--- config.mk ---
export PLATFORM = sky130hd
export DESIGN_NAME = selfstart_reset
export DESIGN_NICKNAME = d
export VERILOG_FILES = /design/src/rtl/selfstart_pkg.sv /design/src/rtl/selfstart_lfsr.sv /design/src/rtl/selfstart_match.sv /design/src/rtl/selfstart_outreg.sv /design/src/rtl/selfstart_reset.sv
export SDC_FILE = /design/constraint.sdc
export NUM_CORES = 1
export LEC_CHECK = 0
export BUFFER_PORTS_ARGS = -buffer_cell sky130_fd_sc_hd__buf_2
export CAP_MARGIN = 0
export CORE_AREA = 3 3 40 42
export DETAILED_ROUTE_END_ITERATION = 8
export DIE_AREA = 0 0 43 45
export SLEW_MARGIN = 20
export SYNTH_ARGS = -nofsm -noshare
export SYNTH_HDL_FRONTEND = slang
export SYNTH_SLANG_ARGS = --single-unit
--- constraint.sdc ---
create_clock -name clk -period 1.8 [get_ports clk]
set_input_delay 0.18 -clock clk [delete_from_list [all_inputs] [get_ports clk]]
set_output_delay 0.18 -clock clk [all_outputs]
set_load 0.005 [all_outputs]
--- src/rtl/selfstart_pkg.sv ---
package selfstart_pkg;

  localparam int MAXW = 32;

  function automatic logic [MAXW-1:0] width_mask(input int width);
    logic [MAXW-1:0] m;
    m = '0;
    for (int i = 0; i < MAXW; i++) begin
      if (i < width) m[i] = 1'b1;
    end
    return m;
  endfunction

  // One step of the XNOR sequence with lock-up escape.
  function automatic logic [MAXW-1:0] lfsr_step(input logic [MAXW-1:0] cur,
                                                input logic [MAXW-1:0] taps,
                                                input int width);
    logic [MAXW-1:0] full;
    logic            fb;
    full = width_mask(width);
    if ((cur & full) == full) return '0;
    fb = ~(^(cur & taps & full));
    return ((cur << 1) | {{(MAXW-1){1'b0}}, fb}) & full;
  endfunction

  // Number of steps from one value to another; -1 if never reached.
  function automatic int steps_between(input logic [MAXW-1:0] from_v,
                                       input logic [MAXW-1:0] to_v,
                                       input logic [MAXW-1:0] taps,
                                       input int width);
    logic [MAXW-1:0] cur;
    cur = from_v;
    for (int i = 0; i <= (1 << width); i++) begin
      if (cur == to_v) return i;
      cur = lfsr_step(cur, taps, width);
    end
    return -1;
  endfunction

  function automatic bit pattern_mixed(input logic [MAXW-1:0] pat, input int width);
    logic [MAXW-1:0] full;
    full = width_mask(width);
    return ((pat & full) != '0) && ((pat & full) != full);
  endfunction

endpackage

--- src/rtl/selfstart_lfsr.sv ---
module selfstart_lfsr #(
  parameter int               WIDTH    = 8,
  parameter logic [WIDTH-1:0] TAP_MASK = 8'hB8,
  parameter logic [WIDTH-1:0] START    = '0
) (
  input  logic             clk,
  input  logic             hold,
  output logic [WIDTH-1:0] state,
  output logic             escape
);
  import selfstart_pkg::*;

  logic [WIDTH-1:0] state_q = START;
  logic [MAXW-1:0]  next_wide;
  logic [WIDTH-1:0] next_state;

  always_comb begin
    next_wide  = lfsr_step(MAXW'(state_q), MAXW'(TAP_MASK), WIDTH);
    next_state = next_wide[WIDTH-1:0];
  end

  assign escape = &state_q;

  always_ff @(posedge clk) begin
    if (!hold) state_q <= next_state;
  end

  assign state = state_q;
endmodule

--- src/rtl/selfstart_match.sv ---
module selfstart_match #(
  parameter int               WIDTH    = 8,
  parameter logic [WIDTH-1:0] TERMINAL = 8'hE5
) (
  input  logic [WIDTH-1:0] state,
  output logic             at_terminal
);
  assign at_terminal = (state == TERMINAL);
endmodule

--- src/rtl/selfstart_outreg.sv ---
module selfstart_outreg (
  input  logic clk,
  input  logic assert_req,
  output logic rst_o,
  output logic rst_no
);
  logic act_hi_q = 1'b1;
  logic act_lo_q = 1'b0;

  always_ff @(posedge clk) begin
    act_hi_q <= assert_req;
    act_lo_q <= ~assert_req;
  end

  assign rst_o  = act_hi_q;
  assign rst_no = act_lo_q;
endmodule

--- src/rtl/selfstart_reset.sv ---
module selfstart_reset #(
  parameter int               WIDTH    = 8,
  parameter logic [WIDTH-1:0] TAP_MASK = 8'hB8,
  parameter logic [WIDTH-1:0] TERMINAL = 8'hE5,
  parameter logic [WIDTH-1:0] START    = '0,
  parameter int               MIN_HOLD = 16
) (
  input  logic clk,
  output logic rst_o,
  output logic rst_no
);
  import selfstart_pkg::*;

  localparam int TERM_DIST = steps_between('0, MAXW'(TERMINAL), MAXW'(TAP_MASK), WIDTH);

  if (!pattern_mixed(MAXW'(TERMINAL), WIDTH)) begin : g_bad_pattern
    $error("TERMINAL must mix 0 and 1 bits");
  end
  if (TERM_DIST < MIN_HOLD) begin : g_too_close
    $error("TERMINAL too close to the all-zero state");
  end

  logic [WIDTH-1:0] lfsr_state;
  logic             at_terminal;
  logic             lock_escape;

  selfstart_lfsr #(.WIDTH(WIDTH), .TAP_MASK(TAP_MASK), .START(START)) u_lfsr (
    .clk   (clk),
    .hold  (at_terminal),
    .state (lfsr_state),
    .escape(lock_escape)
  );

  selfstart_match #(.WIDTH(WIDTH), .TERMINAL(TERMINAL)) u_match (
    .state      (lfsr_state),
    .at_terminal(at_terminal)
  );

  selfstart_outreg u_out (
    .clk       (clk),
    .assert_req(~at_terminal),
    .rst_o     (rst_o),
    .rst_no    (rst_no)
  );
endmodule

* After elaboration in Yosys (flattened, before gate mapping)
Cells that the tools add are included.
** Word-level totals
- Register bits :: 10
- Input port bits :: 1
- Output and inout port bits :: 2
- Logic and storage cells :: 12
** Cells by class
- Equal/unequal tests :: 2
- Mux-type cells :: 3
- Bitwise operators :: 3
- Reduce and logical (&&, ||, !) cells :: 1
** Operators with widths (count)
- 32-bit parity :: 1
- 8-bit equality test, second input constant :: 2
- 8-bit 2-to-1 mux :: 2
- 8-bit by 1-bit bitwise OR with 8-bit output :: 1
- 1-bit inverter :: 2
- 1-bit 2-to-1 mux :: 1

* Logic depth before layout (Yosys ltp)
Gate-level depths: netlist (run 1).
- Word-level depth :: 4
- Mapped depth :: 4
- Depth with buffers taken out :: 4

* By module
A second synthesis (run 1) with hierarchy kept.
** Unflattened totals
- Cells, all modules :: 31
- Area, all modules :: 465.4 µm²
** By module, submodules not included
- selfstart_lfsr :: instances 1, cells each 24, area each 394.1 µm², sequential area each 240.2 µm²
- selfstart_outreg :: instances 1, cells each 3, area each 43.8 µm², sequential area each 40.0 µm²
- selfstart_match :: instances 1, cells each 3, area each 23.8 µm², sequential area each 0.0 µm²
- selfstart_reset :: instances 1, cells each 1, area each 3.8 µm², sequential area each 0.0 µm²

* Worst setup path before layout (run 1)
OpenSTA, ideal clock, no wires.
- Kind :: register to register
- Start :: reg u_lfsr.state_q[2], in the netlist u_lfsr.state[2]
- End :: reg u_lfsr.state_q[0], in the netlist u_lfsr.state[0], enable pin
- Setup time :: 0.340 ns
- Arrival time :: 0.952 ns
- Required time :: 1.460 ns
- Path slack :: 0.509 ns
- Cell stages (with the launch flop) :: 4
- Buffers on the path :: 1
- Period minus slack after synthesis :: 1.291 ns
- Path through :: edfxtp_1 > and4_1 > buf_4 > nand3_1
** Between the ends
- Longest elaborated chain between the ends :: 1
** Ends and longest elaborated chain
- start, declared :: line selfstart_lfsr.sv:13 : logic [WIDTH-1:0] state_q = START;
- start signal, assigned :: line selfstart_lfsr.sv:25 : if (!hold) state_q <= next_state;
- 8-bit equality test :: line selfstart_match.sv:8 : assign at_terminal = (state == TERMINAL);
Every way passes these cells.
A chain may end at the register's enable or synchronous reset.

* Worst setup path after layout (run 1)
- Start :: reg u_lfsr.state_q[6], in the netlist u_lfsr.state[6]
- End :: reg u_lfsr.state_q[1], in the netlist u_lfsr.state[1], enable pin
The elaborated chain is that of the path after synthesis.

==> summary.txt, run 1 <==
status: finished, final reports clean
vias per std cell: 4.83
latest clock arrival within the worst-skew pair: 0.26 ns
Post-Place Setup Slack: 0.312 ns
maxcap violations: 0
RSZ-0062 raised after global routing: no
final setup violating endpoints: 0
clock tree sinks: 10
PnR worst setup slack: 0.288 ns
Post-route DRC: 0
Net Sw Frac: 0.176
Die Wd: 43 um
CP Capture Point: u_lfsr.state[1]
initial antenna violation count: 0
synthesized area per cell: 14.9 um^2
final hold slack: 0.596 ns
nets@finish: 37
Post-Syn Nets: 32
Hold Violations, Final: 0
Crit Path Max Fanout: 10
utilization after layout: 0.370
register share of total power: 0.622
1st-iter DRT viols: 7
Antenna diodes: 0
die area: 1940 um^2
layout overhead on the synthesized area: 9.83%
first-pass GRT wire length: 1.08 mm
IO Count: 3
Peak VDD IR: 390 uV
Post-Synthesis Cells: 29
Seq cells post-synth: 10
kind of end point of the critical path: flop
# hold bufs at CTS: 0
worst r2r dst: u_lfsr.state[1]
Fin Clk Skew: 0.00680 ns
sequential-to-total area share from yosys stat: 0.647
CP Launch Type: flop
Internal Power: 326 uW
final wirelength: 639 um
Netlist cell types: 14
GRT overflow: 0
Die H: 45 um
most common cell after layout, fill and taps aside: edfxtp_1
Clock Path Buffers: 2
worst setup path category: reg -> reg
Worst-path clk slew: 0.07 ns
Data required, critical path: 1.69 ns
Critical R2R Launch: u_lfsr.state[6]
clock power share: 0.378
Least-Margin Pin Slew: 0.409 ns
post-CTS setup buffer count: 0
DR vias: 232
Hold Path Class: reg -> reg
DPL Wire Length: 463 um
number of global-route vias before repair: 250
clk root buf: clkbuf_4
setup tns final: 0 ns
min cycle time layout: 1.51 ns
CP arrival: 1.41 ns
Lkg Pwr: 0.204 nW
H-tree lvl count: 1
final period utilization: 0.840
Largest stage delay, worst path: 0.40 ns
Std-Cell Rows: 13
f_max: 661 MHz
Overall Global Routing Usage: 0.0814
fin. max-slew vios: 0
cells on worst reg2reg path: 2
layout cells sized above 1: 0.182
post-synthesis cell area: 433 um^2
Net Switching: 69.6 uW
core footprint: 1280 um^2
largest net degree at the start of global routing: 11
Slew HR: 0.727
total CTS buffers: 3
antenna viol nets, final: 0
Starting Density: 0.337
GPL Wtd Cong: 0.774
Cell Chain, Critical Path: and4_1 > nand3_1
First-pass DRT Iterations: 2
IO Port Bufs: 2
r2r setup slk: 0.29 ns
power per cell area: 831 nW/um^2
Yosys Warn Count: 0
CP startpoint: u_lfsr.state[6]
combinational share of power: 0
TritonCTS clock tree: built
drt wl/cell: 13.3 um
slowest CP cell: and4_1
Post-CTS Resized: 0
commonest non-fill, non-tap cells in the layout: edfxtp_1, a21boi_1, clkbuf_4
-- Yosys cell counts (all sizes together) --
| library cell | number | area share |
|---|---|---|
| edfxtp | 8 | 0.55 |
| inv | 1 | 0.0087 |
| nor2 | 1 | 0.0087 |
| ha | 2 | 0.058 |
| a21oi | 2 | 0.032 |
| and4 | 1 | 0.020 |
| a21boi | 6 | 0.10 |
| and3 | 2 | 0.029 |
| nand3 | 1 | 0.012 |
| xnor3 | 1 | 0.052 |
| buf | 2 | 0.029 |
| dfxtp | 2 | 0.092 |
-- state kept, by name, summed over array words and instances, names as in the netlist --
register and flops:
u_lfsr.state 8, u_out.rst_no 1, u_out.rst_o 1
-- metal layers --
metal	vias to the layer above	GRT usage	share of wire
met4	0	0.0542	0
met1	113	0.0939	0.46
met3	0	0.0398	0.039
li1	117	-	-
met2	2	0.120	0.50
met5	-	0	0
-- kinds of logic (layout without fill, tap and decap cells) --
logic type,Yosys count,count (layout),share of synthesized area
xor gates and xnor gates,1,1,0.0520
adders and majority gates,2,2,0.0578
buffers and inverters,3,7,0.0376
DFF,10,10,0.647
and+or+nand+nor,5,5,0.0693
AOI/OAI and AO/OA,8,8,0.136
-- cell type report --
type / count / area, um^2
flip-flops and latches: 10 / 280
inverters: 1 / 3.75
clock buffers: 3 / 22.5
clock inverters: 1 / 3.75
well taps: 15 / 18.8
multi-input cells: 16 / 136
fillers: 120 / 810
repair buffers: 2 / 10.0
-- worst min-delay path by stage --
stage / startpoint / to / slack [ns] / cells past startpoint
after CTS: u_lfsr.state[2] / u_lfsr.state[3] / 0.60 / 1
after floorplan: u_out.rst_no / rst_no / 0.46 / 0
after detailed placement: u_out.rst_o / rst_o / 0.56 / 1
final: u_lfsr.state[2] / u_lfsr.state[3] / 0.60 / 1
after global placement: u_out.rst_o / rst_o / 0.56 / 1
after global routing: u_lfsr.state[2] / u_lfsr.state[3] / 0.65 / 1
-- power groups by stage --
stage	clock, mW	combinational (mW)	sequential, mW
final	0.149	0.0000000795	0.246
after detailed placement	0	0.0000000795	0.251
after CTS	0.157	0.0000000795	0.246
after floorplan	0	0.0000000794	0.251
after global routing	0.171	0.0000000795	0.246
after global placement	0	0.0000000795	0.251
-- worst max-delay path, delay by kind of cell (launching register included) --
family / cells / cell delay [ns]
and+or+nand+nor: 2 / 0.79
DFF: 1 / 0.36
-- per-stage QoR --
stage / instance area (um^2) / std cells / power, mW
after floorplan: 433 / 29 / 0.251
after global placement: 449 / 44 / 0.251
after detailed placement: 449 / 44 / 0.251
after CTS: 475 / 48 / 0.403
after global routing: 475 / 48 / 0.416
final: 475 / 48 / 0.395
Note: power is estimated with default switching activity, not from simulation.
==> run 2: changes to the inputs <==
==> constraint.sdc (replaced) <==
create_clock -name clk -period 1.5 [get_ports clk]
set_input_delay 0.15 -clock clk [delete_from_list [all_inputs] [get_ports clk]]
set_output_delay 0.15 -clock clk [all_outputs]
set_load 0.005 [all_outputs]
==> run 2 against run 1 <==
Worst setup slack worse by 0.15 ns; wire length up 4.9%; register-to-register slack worse by 0.15 ns; total power up 19%; first-iteration DRC count up 14%; via count up 3.0%; clock-buffer cell count unchanged; die area unchanged; utilization up 0.29 points; cell count unchanged; cell area up 0.79%; non-clock buffer count up 1; highest routed layer unchanged.
==> summary.txt, run 2 (synthesized netlist as in run 1, its figures left out) <==
status: finished, final reports clean
Fill cells: 129 (+7.5%)
CP delay by family, top: flip-flops
Cells after DPL: 45 (+2.3%)
Net Sw Frac: 0.177 (+0.000788)
kind of end point of the critical path: flop
DR vias: 239 (+3.0%)
IO Count: 3 (unchanged)
final wirelength: 670 um (+4.9%)
Fin Clk Skew: 0.0103 ns (+0.00349 ns)
core footprint: 1280 um^2 (unchanged)
most common cell after layout, fill and taps aside: edfxtp_1
TritonCTS clock tree: built
final setup violating endpoints: 0 (unchanged)
f_max: 732 MHz (+11%)
final hold slack: 0.605 ns (+0.00845 ns)
initial antenna violation count: 0 (unchanged)
fin. max-slew vios: 0 (unchanged)
clock tree sinks: 10 (unchanged)
GPL Wtd Cong: 0.774 (about the same)
H-tree lvl count: 1 (unchanged)
vias per std cell: 4.98 (+3.0%)
drt wl/cell: 14.0 um (+4.9%)
Hold Path Class: reg -> reg
1st-iter DRT viols: 8 (+1)
register share of total power: 0.627 (+0.005)
Worst-path clk slew: 0.06 ns (about the same)
min cycle time layout: 1.37 ns (-0.146 ns)
GRT overflow: 0 (unchanged)
nets@finish: 38 (+2.7%)
Die H: 45 um (unchanged)
worst setup path category: reg -> reg
hold path cells: 1 (unchanged)
Post-Layout Cell Count: 48 (unchanged)
Post-CTS Resized: 0 (unchanged)
Crit Path Max Fanout: 3 (-7)
Largest stage delay, worst path: 0.44 ns (+0.04 ns)
first-pass GRT wire length: 1.13 mm (+5.1%)
First-pass DRT Iterations: 4 (+2)
Least-Margin Pin Slew: 0.405 ns (-0.00357 ns)
Internal Power: 387 uW (+19%)
maxcap violations: 0 (unchanged)
clk root buf: clkbuf_4
r2r setup slk: 0.13 ns (-0.15 ns)
Hold Violations, Final: 0 (unchanged)
cells on worst reg2reg path: 3 (+1)
cell area after placement: 457 um^2 (+1.7%)
WHS Endpoint: u_lfsr.state[1]
Lkg Pwr: 0.208 nW (+1.9%)
combinational share of power: 0 (unchanged)
Antenna diodes: 0 (unchanged)
power per cell area: 982 nW/um^2 (+18%)
# hold bufs at CTS: 0 (unchanged)
Net Switching: 83.2 uW (+20%)
Die Wd: 43 um (unchanged)
post-CTS setup buffer count: 0 (unchanged)
die area: 1940 um^2 (unchanged)
slowest CP cell: edfxtp_1
latest clock arrival within the worst-skew pair: 0.26 ns (about the same)
Peak VDD IR: 528 uV (+35%)
Critical R2R Launch: u_lfsr.state[5]
RSZ-0062 raised after global routing: no
Post-route DRC: 0 (unchanged)
IO Port Bufs: 2 (unchanged)
Std-Cell Rows: 13 (unchanged)
Design Area, Final: 479 um^2 (+0.79%)
Starting Density: 0.337 (unchanged)
Overall Global Routing Usage: 0.0870 (+0.00564)
Cell Chain, Critical Path: ha_1 > xnor3_1 > a21oi_2
CP arrival: 1.48 ns (+0.07 ns)
worst r2r dst: u_lfsr.state[0]
antenna viol nets, final: 0 (unchanged)
layout overhead on the synthesized area: 10.7%
layout cells sized above 1: 0.212 (+0.0303)
max reg flops: 8 (unchanged)
final period utilization: 0.911 (+0.0708)
hold_sp: u_lfsr.state[0]
CP Launch Type: flop
commonest non-fill, non-tap cells in the layout: edfxtp_1, a21boi_1, clkbuf_4
largest net degree at the start of global routing: 10 (-1)
total CTS buffers: 3 (unchanged)
Slew HR: 0.729 (+0.00238)
setup tns final: 0 ns (unchanged)
Data required, critical path: 1.62 ns (-0.07 ns)
clock power share: 0.373 (-0.005)
Clock Path Buffers: 2 (unchanged)
number of global-route vias before repair: 259 (+3.6%)
Buffers & Inverters on Critical Path: 0 (unchanged)
## run 2: changes by cell type in the layout (fill, tap and decap cells not counted), sizes merged
cell	previous run	this run
buf	2	3
clkinv	1	0
## run 2: layout make-up
cell class	count	area, um^2	area share
sequential	10	280	0.585
multi-input combinational	16	136	0.285
clock buffer	3	22.5	0.0470
tap	15	18.8	0.0392
timing repair buffer	3	17.5	0.0366
inverter	1	3.75	0.00783
## run 2: power groups by stage
stage	Clock [mW]	Sequential [mW]	Combinational, mW
final	0.175	0.295	0.0000000850
after global routing	0.205	0.295	0.0000000850
after CTS	0.184	0.295	0.0000000850
after detailed placement	0	0.301	0.0000000850
after global placement	0	0.301	0.0000000850
after floorplan	0	0.301	0.0000000794
## run 2: worst max path at each step
stage | from | endpoint | slack, ns | depth (start not counted)
2_1_floorplan | u_lfsr.state[2] | u_lfsr.state[0] | 0.21 | 3
3_3_place_gp | u_lfsr.state[5] | u_lfsr.state[0] | 0.19 | 3
3_5_place_dp | u_lfsr.state[5] | u_lfsr.state[0] | 0.17 | 3
4_1_cts | u_lfsr.state[5] | u_lfsr.state[0] | 0.14 | 3
5_1_grt | u_lfsr.state[5] | u_lfsr.state[0] | 0.08 | 3
6_report | u_lfsr.state[5] | u_lfsr.state[0] | 0.13 | 3
## run 2: through the flow
step                      total power [mW]   util  worst slack (ns)
after floorplan                      0.301      -             0.209
after CTS                            0.479  0.373             0.138
after global placement               0.301  0.355             0.191
final                                0.471  0.373             0.134
after detailed placement             0.301  0.355             0.172
after global routing                 0.500  0.373            0.0826
## run 2: per-layer routing
metal / global-route usage / share of wire / vias to the layer above
li1: - / - / 118
met1: 0.0955 / 0.44 / 115
met2: 0.132 / 0.48 / 6
met3: 0.0598 / 0.078 / 0
met4: 0.0361 / 0 / 0
met5: 0 / 0 / -
==> run 3: changes to the inputs <==
--- a/config.mk
+++ b/config.mk
@@ -7,9 +7,9 @@
 export LEC_CHECK = 0
 export BUFFER_PORTS_ARGS = -buffer_cell sky130_fd_sc_hd__buf_2
 export CAP_MARGIN = 0
-export CORE_AREA = 3 3 40 42
+export CORE_AREA = 8 8 45 47
 export DETAILED_ROUTE_END_ITERATION = 8
-export DIE_AREA = 0 0 43 45
+export DIE_AREA = 0 0 53 55
 export SLEW_MARGIN = 20
 export SYNTH_ARGS = -nofsm -noshare
 export SYNTH_HDL_FRONTEND = slang
==> run 3 against run 2 <==
Worst setup slack improved by 0.014 ns; sequential power barely moved; largest cell class unchanged; cell area rose by 1.0%; via count fell by 0.84%; highest routed layer unchanged; first-iteration DRC count fell by 38%; register-to-register slack barely moved; global-route usage fell by 3.4 points; clock power rose by 9%.
==> summary.txt, run 3 (synthesized netlist as in run 1, its figures left out) <==
status: finished, final reports clean
first-pass GRT wire length: 1.10 mm (-3.0%)
Worst-path clk slew: 0.07 ns (about the same)
First-pass DRT Iterations: 5 (+1)
die area: 2920 um^2 (+51%)
Internal Power: 391 uW (+0.95%)
combinational share of power: 0 (unchanged)
Least-Margin Pin Slew: 0.401 ns (-0.00432 ns)
GRT overflow: 0 (unchanged)
cells on worst reg2reg path: 3 (unchanged)
DR vias: 237 (-0.84%)
Peak VDD IR: 516 uV (-2.3%)
GPL Wtd Cong: 0.770 (-0.61%)
total CTS buffers: 3 (unchanged)
CP arrival: 1.47 ns (about the same)
IO Port Bufs: 2 (unchanged)
Slew HR: 0.732 (+0.00289)
1st-iter DRT viols: 5 (-3)
kind of end point of the critical path: flop
Net Sw Frac: 0.194 (+0.0168)
Starting Density: 0.313 (-0.0241)
setup tns final: 0 ns (unchanged)
Die H: 55 um (+22%)
IO Count: 3 (unchanged)
Net Switching: 94.0 uW (+13%)
# hold bufs at CTS: 0 (unchanged)
slowest CP cell: edfxtp_1
register share of total power: 0.608 (-0.019)
RSZ-0062 raised after global routing: no
Cell Chain, Critical Path: ha_1 > xnor3_1 > a21oi_2
latest clock arrival within the worst-skew pair: 0.26 ns (about the same)
antenna viol nets, final: 0 (unchanged)
final wirelength: 643 um (-4.0%)
Std-Cell Rows: 14 (+1)
clock tree sinks: 10 (unchanged)
CP Launch Type: flop
H-tree lvl count: 1 (unchanged)
Lkg Pwr: 0.210 nW (+0.75%)
core footprint: 1380 um^2 (+7.7%)
fin. max-slew vios: 0 (unchanged)
drt wl/cell: 12.9 um (-7.9%)
Die Wd: 53 um (+23%)
clk root buf: clkbuf_4
Post-CTS Resized: 0 (unchanged)
Post-route DRC: 0 (unchanged)
Fill cells: 139 (+7.8%)
min cycle time layout: 1.35 ns (-0.0145 ns)
hold path cells: 1 (unchanged)
f_max: 740 MHz (+1.1%)
vias per std cell: 4.74 (-4.8%)
Buffers & Inverters on Critical Path: 0 (unchanged)
Data required, critical path: 1.62 ns (about the same)
power per cell area: 1000 nW/um^2 (+2.0%)
layout overhead on the synthesized area: 11.8%
Overall Global Routing Usage: 0.0534 (-0.0335)
CP delay by family, top: flip-flops
layout cells sized above 1: 0.206 (-0.00624)
Crit Path Max Fanout: 3 (unchanged)
TritonCTS clock tree: built
Hold Path Class: reg -> reg
nets@finish: 38 (unchanged)
final period utilization: 0.901 (-0.00965)
initial antenna violation count: 0 (unchanged)
clock power share: 0.392 (+0.019)
Clock Path Buffers: 2 (unchanged)
Hold Violations, Final: 0 (unchanged)
Largest stage delay, worst path: 0.43 ns (about the same)
commonest non-fill, non-tap cells in the layout: edfxtp_1, a21boi_1, clkbuf_4
largest net degree at the start of global routing: 10 (unchanged)
Antenna diodes: 0 (unchanged)
final setup violating endpoints: 0 (unchanged)
utilization after layout: 0.350 (-0.0230)
worst setup path category: reg -> reg
number of stages on the worst setup path: 3 (unchanged)
Fin Clk Skew: 0.00130 ns (-0.00899 ns)
maxcap violations: 0 (unchanged)
post-CTS setup buffer count: 0 (unchanged)
most common cell after layout, fill and taps aside: edfxtp_1
max reg flops: 8 (unchanged)
number of global-route vias before repair: 233 (-10%)
[run 3: cell types whose count changed in the layout (fill, tap and decap cells not counted), sizes merged]
cell | previous run | this run
clkinv | 0 | 1
[run 3: power by group through the flow]
stage | Sequential (mW) | Combinational [mW] | Clock (mW)
after floorplan | 0.301 | 0.0000000794 | 0
final | 0.295 | 0.0000000850 | 0.190
after global routing | 0.295 | 0.0000000850 | 0.207
after global placement | 0.301 | 0.0000000850 | 0
after CTS | 0.295 | 0.0000000850 | 0.195
after detailed placement | 0.301 | 0.0000000850 | 0
[run 3: path summary, 6_finish.rpt]
kind | slack [ns] | end | from
worst max-delay path | 0.15 | u_lfsr.state[0] | u_lfsr.state[5]
worst min-delay path | 0.62 | u_lfsr.state[1] | u_lfsr.state[0]
worst max register to register | 0.15 | u_lfsr.state[0] | u_lfsr.state[5]
worst min register to register | 0.62 | u_lfsr.state[1] | u_lfsr.state[0]
[run 3: layer usage]
layer  track usage  part of all wire  up-vias
li1              -                 -      119
met1        0.0560              0.42      108
met2        0.0820              0.49       10
met3        0.0187             0.084        0
met4        0.0517                 0        0
met5             0                 0        -
[run 3: layout make-up]
cell class | count | area, um^2 | area share
Clock buffer | 3 | 22.5 | 0.0465
Clock inverter | 1 | 3.75 | 0.00775
Inverter | 1 | 3.75 | 0.00775
Multi-Input combinational cell | 16 | 136 | 0.282
Sequential cell | 10 | 280 | 0.579
Tap cell | 16 | 20.0 | 0.0413
Timing Repair Buffer | 3 | 17.5 | 0.0362
[run 3: per-stage QoR]
stage / instance area (um^2) / cells / total power, mW / worst slack, ns / hold slack (ns)
after floorplan: 433 / 29 / 0.301 / 0.209 / 0.434
after global placement: 458 / 46 / 0.301 / 0.191 / 0.532
after detailed placement: 458 / 46 / 0.301 / 0.156 / 0.531
after CTS: 484 / 50 / 0.490 / 0.137 / 0.630
after global routing: 484 / 50 / 0.502 / 0.0788 / 0.676
final: 484 / 50 / 0.485 / 0.148 / 0.623
